File: config.mk
export PLATFORM = sky130hd
export DESIGN_NAME = pit_timer3
export DESIGN_NICKNAME = d
export VERILOG_FILES = /design/src/rtl/pit_pkg.sv /design/src/rtl/pit_ctrl_decode.sv /design/src/rtl/pit_channel.sv /design/src/rtl/pit_timer3.sv
export SDC_FILE = /design/constraint.sdc
export NUM_CORES = 1
export LEC_CHECK = 0
export ABC_CLOCK_PERIOD_IN_PS = 3800
export CORE_UTILIZATION = 30
export DETAILED_ROUTE_END_ITERATION = 8
export GPL_ROUTABILITY_DRIVEN = 0
export GPL_TIMING_DRIVEN = 0
export HOLD_SLACK_MARGIN = 0.06
export PLACE_DENSITY = 0.44
export SYNTH_ARGS = -nofsm -noshare
export SYNTH_HDL_FRONTEND = slang
export SYNTH_HIERARCHICAL = 1
export SYNTH_SLANG_ARGS = --single-unit
File: constraint.sdc
create_clock -name clk -period 3.8 [get_ports clk]
set_clock_uncertainty 0.2 [all_clocks]
set_input_delay 0.38 -clock clk [delete_from_list [all_inputs] [get_ports clk]]
set_output_delay 0.38 -clock clk [all_outputs]
set_load 0.05 [all_outputs]
File: src/rtl/pit_pkg.sv
package pit_pkg;
   typedef enum logic [1:0] {
      MODE_ONESHOT = 2'd0,
      MODE_RATE    = 2'd2,
      MODE_SQUARE  = 2'd3
   } pit_mode_e;

   localparam logic [1:0] ACC_SNAP = 2'b00;
   localparam logic [1:0] ACC_LOHI = 2'b11;
   localparam logic [1:0] SEL_RSVD = 2'b11;

   function automatic logic mode_periodic(pit_mode_e m);
      return (m == MODE_RATE) || (m == MODE_SQUARE);
   endfunction
endpackage

File: src/rtl/pit_ctrl_decode.sv
module pit_ctrl_decode
   import pit_pkg::*;
#(
   parameter int NUM_CH = 3
) (
   input  logic              wr_en,
   input  logic [7:0]        cword,
   output logic [NUM_CH-1:0] snap_req,
   output logic [NUM_CH-1:0] prog_req,
   output pit_mode_e         prog_mode,
   output logic              err_set
);
   logic [1:0] sel;
   logic [1:0] acc;
   logic [2:0] mcode;
   logic       bcd;
   logic       mode_ok;
   logic       sel_ok;

   assign sel     = cword[7:6];
   assign acc     = cword[5:4];
   assign mcode   = cword[3:1];
   assign bcd     = cword[0];
   assign mode_ok = (mcode == 3'd0) || (mcode == 3'd2) || (mcode == 3'd3);
   assign sel_ok  = (sel != SEL_RSVD) && (int'(sel) < NUM_CH);
   assign prog_mode = pit_mode_e'(mcode[1:0]);

   always_comb begin
      snap_req = '0;
      prog_req = '0;
      err_set  = 1'b0;
      if (wr_en) begin
         if (!sel_ok) begin
            err_set = 1'b1;
         end else if (acc == ACC_SNAP) begin
            snap_req[sel] = 1'b1;
         end else if ((acc == ACC_LOHI) && mode_ok && !bcd) begin
            prog_req[sel] = 1'b1;
         end else begin
            err_set = 1'b1;
         end
      end
   end
endmodule

File: src/rtl/pit_channel.sv
module pit_channel
   import pit_pkg::*;
#(
   parameter int DATA_W = 8
) (
   input  logic              clk,
   input  logic              rst_n,
   input  logic              tick,
   input  logic              wr_en,
   input  logic              rd_en,
   input  logic [DATA_W-1:0] wdata,
   input  logic              snap_req,
   input  logic              prog_req,
   input  pit_mode_e         prog_mode,
   output logic [DATA_W-1:0] rdata,
   output logic              out_lvl,
   output logic              irq
);
   localparam int CNT_W = 2 * DATA_W;

   pit_mode_e         mode_q;
   logic [CNT_W-1:0]  load_q;
   logic [CNT_W-1:0]  period_q;
   logic [CNT_W-1:0]  remain_q;
   logic [CNT_W-1:0]  snap_q;
   logic              run_q;
   logic              out_q;
   logic              irq_q;
   logic              snap_on_q;
   logic              rd_hi_q;
   logic              wr_hi_q;

   logic              periodic;
   logic [CNT_W-1:0]  live;
   logic [CNT_W-1:0]  rd_src;
   logic [CNT_W-1:0]  new_load;
   logic [CNT_W-1:0]  new_period;

   assign periodic   = mode_periodic(mode_q);
   assign live       = !run_q ? '0 : (periodic ? remain_q + CNT_W'(1) : remain_q);
   assign rd_src     = snap_on_q ? snap_q : live;
   assign rdata      = rd_hi_q ? rd_src[CNT_W-1:DATA_W] : rd_src[DATA_W-1:0];
   assign new_load   = {wdata, load_q[DATA_W-1:0]};
   assign new_period = periodic ? new_load - CNT_W'(1) : new_load;
   assign out_lvl    = out_q;
   assign irq        = irq_q;

   // snapshot and read pointer
   always_ff @(posedge clk) begin
      if (!rst_n) begin
         snap_q    <= '0;
         snap_on_q <= 1'b0;
         rd_hi_q   <= 1'b0;
      end else if (snap_req && !snap_on_q) begin
         snap_q    <= live;
         snap_on_q <= 1'b1;
         rd_hi_q   <= 1'b0;
      end else if (rd_en) begin
         rd_hi_q <= !rd_hi_q;
         if (snap_on_q && rd_hi_q) snap_on_q <= 1'b0;
      end
   end

   // mode register
   always_ff @(posedge clk) begin
      if (!rst_n)        mode_q <= MODE_ONESHOT;
      else if (prog_req) mode_q <= prog_mode;
   end

   // load sequencing and counting; a data write wins over a tick
   always_ff @(posedge clk) begin
      if (!rst_n) begin
         load_q   <= '0;
         period_q <= '0;
         remain_q <= '0;
         run_q    <= 1'b0;
         out_q    <= 1'b0;
         irq_q    <= 1'b0;
         wr_hi_q  <= 1'b0;
      end else begin
         irq_q <= 1'b0;
         if (wr_en && !wr_hi_q) begin
            load_q[DATA_W-1:0] <= wdata;
            run_q    <= 1'b0;
            out_q    <= 1'b0;
            remain_q <= '0;
            wr_hi_q  <= 1'b1;
         end else if (wr_en) begin
            load_q[CNT_W-1:DATA_W] <= wdata;
            period_q <= new_period;
            wr_hi_q  <= 1'b0;
            if (new_period != '0) begin
               run_q    <= 1'b1;
               remain_q <= new_period;
            end
         end else if (run_q && tick) begin
            if (remain_q == CNT_W'(1)) begin
               irq_q <= 1'b1;
               if (periodic) begin
                  remain_q <= period_q;
               end else begin
                  run_q    <= 1'b0;
                  out_q    <= 1'b1;
                  remain_q <= '0;
               end
            end else begin
               remain_q <= remain_q - CNT_W'(1);
            end
         end
      end
   end
endmodule

File: src/rtl/pit_timer3.sv
module pit_timer3
   import pit_pkg::*;
#(
   parameter int NUM_CH = 3,
   parameter int ADDR_W = 2,
   parameter int DATA_W = 8
) (
   input  logic              clk,
   input  logic              rst_n,
   input  logic              tick_i,
   input  logic [ADDR_W-1:0] addr_i,
   input  logic              wr_i,
   input  logic              rd_i,
   input  logic [DATA_W-1:0] wdata_i,
   output logic [DATA_W-1:0] rdata_o,
   output logic [NUM_CH-1:0] out_o,
   output logic [NUM_CH-1:0] irq_o,
   output logic              err_o
);
   localparam int CTRL_ADDR = NUM_CH;

   if (NUM_CH < 1 || NUM_CH > 3) begin : g_bad_ch
      $error("pit_timer3: NUM_CH must be 1 to 3");
   end
   if ((1 << ADDR_W) < NUM_CH + 1) begin : g_bad_addr
      $error("pit_timer3: ADDR_W too narrow for data and control ports");
   end
   if (DATA_W != 8) begin : g_bad_data
      $error("pit_timer3: DATA_W must be 8 to carry the control word");
   end

   logic              ctrl_wr;
   logic [NUM_CH-1:0] snap_req;
   logic [NUM_CH-1:0] prog_req;
   pit_mode_e         prog_mode;
   logic              err_set;
   logic              err_q;
   logic [DATA_W-1:0] ch_rdata [NUM_CH];

   assign ctrl_wr = wr_i && (addr_i == ADDR_W'(CTRL_ADDR));

   pit_ctrl_decode #(.NUM_CH(NUM_CH)) u_dec (
      .wr_en     (ctrl_wr),
      .cword     (wdata_i[7:0]),
      .snap_req  (snap_req),
      .prog_req  (prog_req),
      .prog_mode (prog_mode),
      .err_set   (err_set)
   );

   for (genvar g = 0; g < NUM_CH; g++) begin : g_ch
      logic sel_here;
      assign sel_here = (addr_i == ADDR_W'(g));
      pit_channel #(.DATA_W(DATA_W)) u_ch (
         .clk       (clk),
         .rst_n     (rst_n),
         .tick      (tick_i),
         .wr_en     (wr_i && sel_here),
         .rd_en     (rd_i && sel_here),
         .wdata     (wdata_i),
         .snap_req  (snap_req[g]),
         .prog_req  (prog_req[g]),
         .prog_mode (prog_mode),
         .rdata     (ch_rdata[g]),
         .out_lvl   (out_o[g]),
         .irq       (irq_o[g])
      );
   end

   always_comb begin
      rdata_o = '0;
      for (int i = 0; i < NUM_CH; i++) begin
         if (addr_i == ADDR_W'(i)) rdata_o = ch_rdata[i];
      end
   end

   always_ff @(posedge clk) begin
      if (!rst_n)       err_q <= 1'b0;
      else if (err_set) err_q <= 1'b1;
   end
   assign err_o = err_q;
endmodule

# Yosys cells after proc, flatten, opt, wreduce, memory -nomap -nowiden
# Index checks and enable logic that the tools add are counted.
# word_totals
input_bits,15
mem_bits_rw,0
elab_cells,243
latch_bits,0
rom_bits,0
reg_bits,193
memories,0
# op_classes
n_reduce_logical,83
magnitude_cmp,3
eq_ne,22
div_mod_pow,0
add_sub_neg,9
mux,79
bitwise_logic,13
shifts,0
multipliers,0
# ops
cell,count
$mux 16,27
$sub 16x1->16 const B,6
$add 16x1->16 const B,3
$eq 16x1->1 const B,3
$mux 8,6
$reduce_bool 16->1,3
$mux 1,38
$reduce_bool 2->1,15
$reduce_and 4->1,6
$logic_and 1x1->1,23
$mux 3,7
$eq 2x2->1 const B,9
$reduce_and 2->1,9
$not 1->1,13
$reduce_or 2->1,6
$reduce_or 4->1,3
$logic_not 1->1,10
$ne 2x2->1 const B,4
$eq 3x2->1 const B,2
$ne 2x1->1 const B,3
$logic_or 1x1->1,5
$logic_not 2->1,2
$logic_not 3->1,1
$lt 2x3->1 const B,1
4 further kinds,4

# Longest topological paths before layout
# depth
depth_word,10
mapped_depth,11

# Modules after synthesis
# Netlist, hierarchy kept.
# modules_own_cells
mod,area_per_inst_um2,cells_per_inst,instances,seq_area_each_um2
pit_channel (g_ch[0].u_ch ...),3985.1,509,2,1261.2
pit_channel (g_ch[2].u_ch),4030.1,511,1,1261.2
pit_timer3,280.3,31,1,20.0
pit_ctrl_decode,125.1,18,1,0.0

# Worst setup path after synthesis
# No wires, ideal clock.
# synth_path
kind,register to output
startpoint,register g_ch[1].u_ch.remain_q[3]
endpoint,output rdata_o[7]
arrival_ns,2.662
n_path_buf,1
path_stages_with_launch,9
slack_ns,0.558
cell_sequence,dfxtp_1 -> clkbuf_1 -> and4_1 -> nand2_1 -> or4_1 -> xor2_1 -> o221ai_1 -> mux2i_1 -> o2bb2ai_1
# synth_lines
element,line_no,source
start: declaration,pit_channel.sv:24,logic [CNT_W-1:0] remain_q;
start signal: assignment,pit_channel.sv:94,remain_q <= new_period;
start signal: assignment,pit_channel.sv:100,remain_q <= period_q;
start signal: assignment,pit_channel.sv:107,remain_q <= remain_q - CNT_W'(1);
end: declaration,pit_timer3.sv:15,"output logic [DATA_W-1:0] rdata_o,"

==> impl_metrics.ini <==
[place]
hpwl_um = 32300
port_buffers = 28
dp.cells = 2137

[final_layout]
seqCellArea_um2 = 3810
instances_no_fill = 2155
areaGrowthSynthToFinish_pct = 12.3
drive_gt1_share_pct = 7.21
nFillCells = 4351
multi_input_area_um2 = 7820
antenna_cells = 0
fin_nets = 1637

[synth]
yosysWarningCount = 6
syn_inst = 1577
syn-num-nets = 1604
syn_area_um2 = 12400
avgSynthCellArea_um2 = 7.86

[global_route]
grtUsageTotal_pct = 20.7
grt.overflow.total = 0
grt_pass1_wl_um = 66200
grt_pass1_vias = 11000
grt_max_degree = 19
antenna_found_initial = 0

[sta]
maxSlewViolCount = 0
period_share_pct = 97.0
setup_viol = 0
max_freq_mhz = 271
grt_setup_unrepaired = true
slew_headroom_pct = 26.4
hold_viol_final = 0
post-route-min-period_ns = 3.69
tightest_slew_ns = 1.10

[die]
die-area_um2 = 42100
ios = 30
start_util_pct = 30.4
num_rows = 74
die_y_um = 205
fp.coreArea_um2 = 40800
fp.dieW_um = 205

[routing]
initialDrtViolationCount = 1024
drc = 0
wl_per_cell_um = 20.1
drtPass1Iterations = 5
ant_nets = 0
via_per_inst = 5.60
wirelength_um = 43400
via_count = 12100

[setup_path]
startpoint_type = flip-flop
arrival_ns = 3.11
required_ns = 3.22
critical_path_class = reg2out
end_kind = primary output
cp_max_fo = 8

[pwr]
power.leakage_nw = 5.62
power_density_nw_per_um2 = 306
fin_total_pwr_mw = 4.26
peakVddDrop_mv = 0.276

[clock_network]
cts_tree = done
insertion_delay_ns = 0.49
cts_sinks = 190
hold_buffers = 0
root_buffer = clkbuf_16
cts.path.max_buffers = 2
cts_max_level = 4
clk_pin_slew_ns = 0.07
numCtsBuffers = 17

[flow_run]
cap_viol_max_count = 0

[outcome]
outcome = finished, final reports clean

[hold_path]
hp-class = in2reg
-- layout by cell type (no fill, tap or decap), types with 9 or more instances in the layout --
master           count
a21boi_0            36
and4_1              11
nor4_1              29
nand4_1             40
clkdlybuf4s50_1     20
dfxtp_2              9
a211oi_1            18
nand3_1             84
buf_2               11
clkbuf_1            99
a21boi_1            10
and2_1              50
nand2_1            205
o221ai_1            13
clkbuf_16           17
xor2_1              52
o211a_1             42
o22ai_1             21
o21ai_0             95
nor3_1              42
or4_1               15
nor2_1              71
a31oi_1              9
inv_1               24
dfxtp_1            181
and3b_1             15
a211o_1             20
or3_1               10
ha_1                12
xnor2_1             33
a21oi_1             42
and3_1              19
nand2b_1            14
nor2b_1             18
mux2i_1             20
a21o_1              29
-- layout make-up --
| cell class | count | share of cell area (%) |
|---|---|---|
| clock inverter | 15 | 0.989 |
| clock buffer | 17 | 3.06 |
| multi-input combinational | 1211 | 56.2 |
| inverter | 24 | 0.647 |
| sequential | 190 | 27.4 |
| timing repair buffer | 33 | 2.28 |
| buffer | 133 | 4.66 |
| tap | 532 | 4.78 |
-- worst max-delay path, stage by stage (launching register included) --
cell and delay, ns:
dfxtp_1 0.31, clkbuf_1 0.35, and3_1 0.27, nand3_1 0.11
or4_1 0.53, xor2_1 0.18, o221ai_1 0.28, mux2i_1 0.11
o2bb2ai_1 0.18, buf_2 0.29
-- per-layer routing --
layer  up-vias  GRT usage [%]  share of wire (%)
met5         -              0                  0
met4         0           7.35                2.3
met3        58           3.75                5.6
met2       404           30.4                 42
met1      5794           30.0                 50
li1       5815              -                  -
-- final timing paths --
path,from,end,slack (ns),depth (start not counted)
max,g_ch[0].u_ch/remain_q[11],rdata_o[7],0.11,9
min,addr_i[0],g_ch[0].u_ch/snap_on_q,0.19,4
max reg2reg,g_ch[1].u_ch/remain_q[9],g_ch[1].u_ch/remain_q[14],0.58,9
min reg2reg,g_ch[2].u_ch/snap_q[10],g_ch[2].u_ch/snap_q[10],0.26,2
-- report_power, final --
part,total (mW),internal (mW),switching (mW)
sequential,2.04,2.01,0.0282
clock,1.82,0.908,0.907
combinational,0.402,0.141,0.260
-- what timing repair did --
| action | in CTS | in global routing |
|---|---|---|
| pin swaps | 3 | 2 |
| resized for setup | 32 | 18 |
| endpoints found under the hold margin | 0 | 0 |
| endpoints found under the setup margin | 8 | 8 |
| buffers inserted | 2 | 3 |
-- sequential cells by signal (all words and copies together), names as in the netlist, 24 cells and up --
signal	flops
g_ch.u_ch/load_q	24
g_ch.u_ch/period_q	48
g_ch.u_ch/remain_q	48
g_ch.u_ch/snap_q	48
-- metrics by stage --
stage               cell area (um2)  hold WS (ns)  utilization, %  setup WS, ns  setup TNS [ns]
detailed placement            13300         0.244            32.7        -0.270           -1.17
floorplan                     12400         0.230               -         0.558               0
global route                  13900         0.222            34.1       -0.0327         -0.0327
CTS                           13900         0.171            34.0      -0.00436        -0.00436
finish                        13900         0.194            34.1         0.115               0
global placement              13300         0.239            32.7        -0.310           -1.34
(Power assumes the default switching activity.)
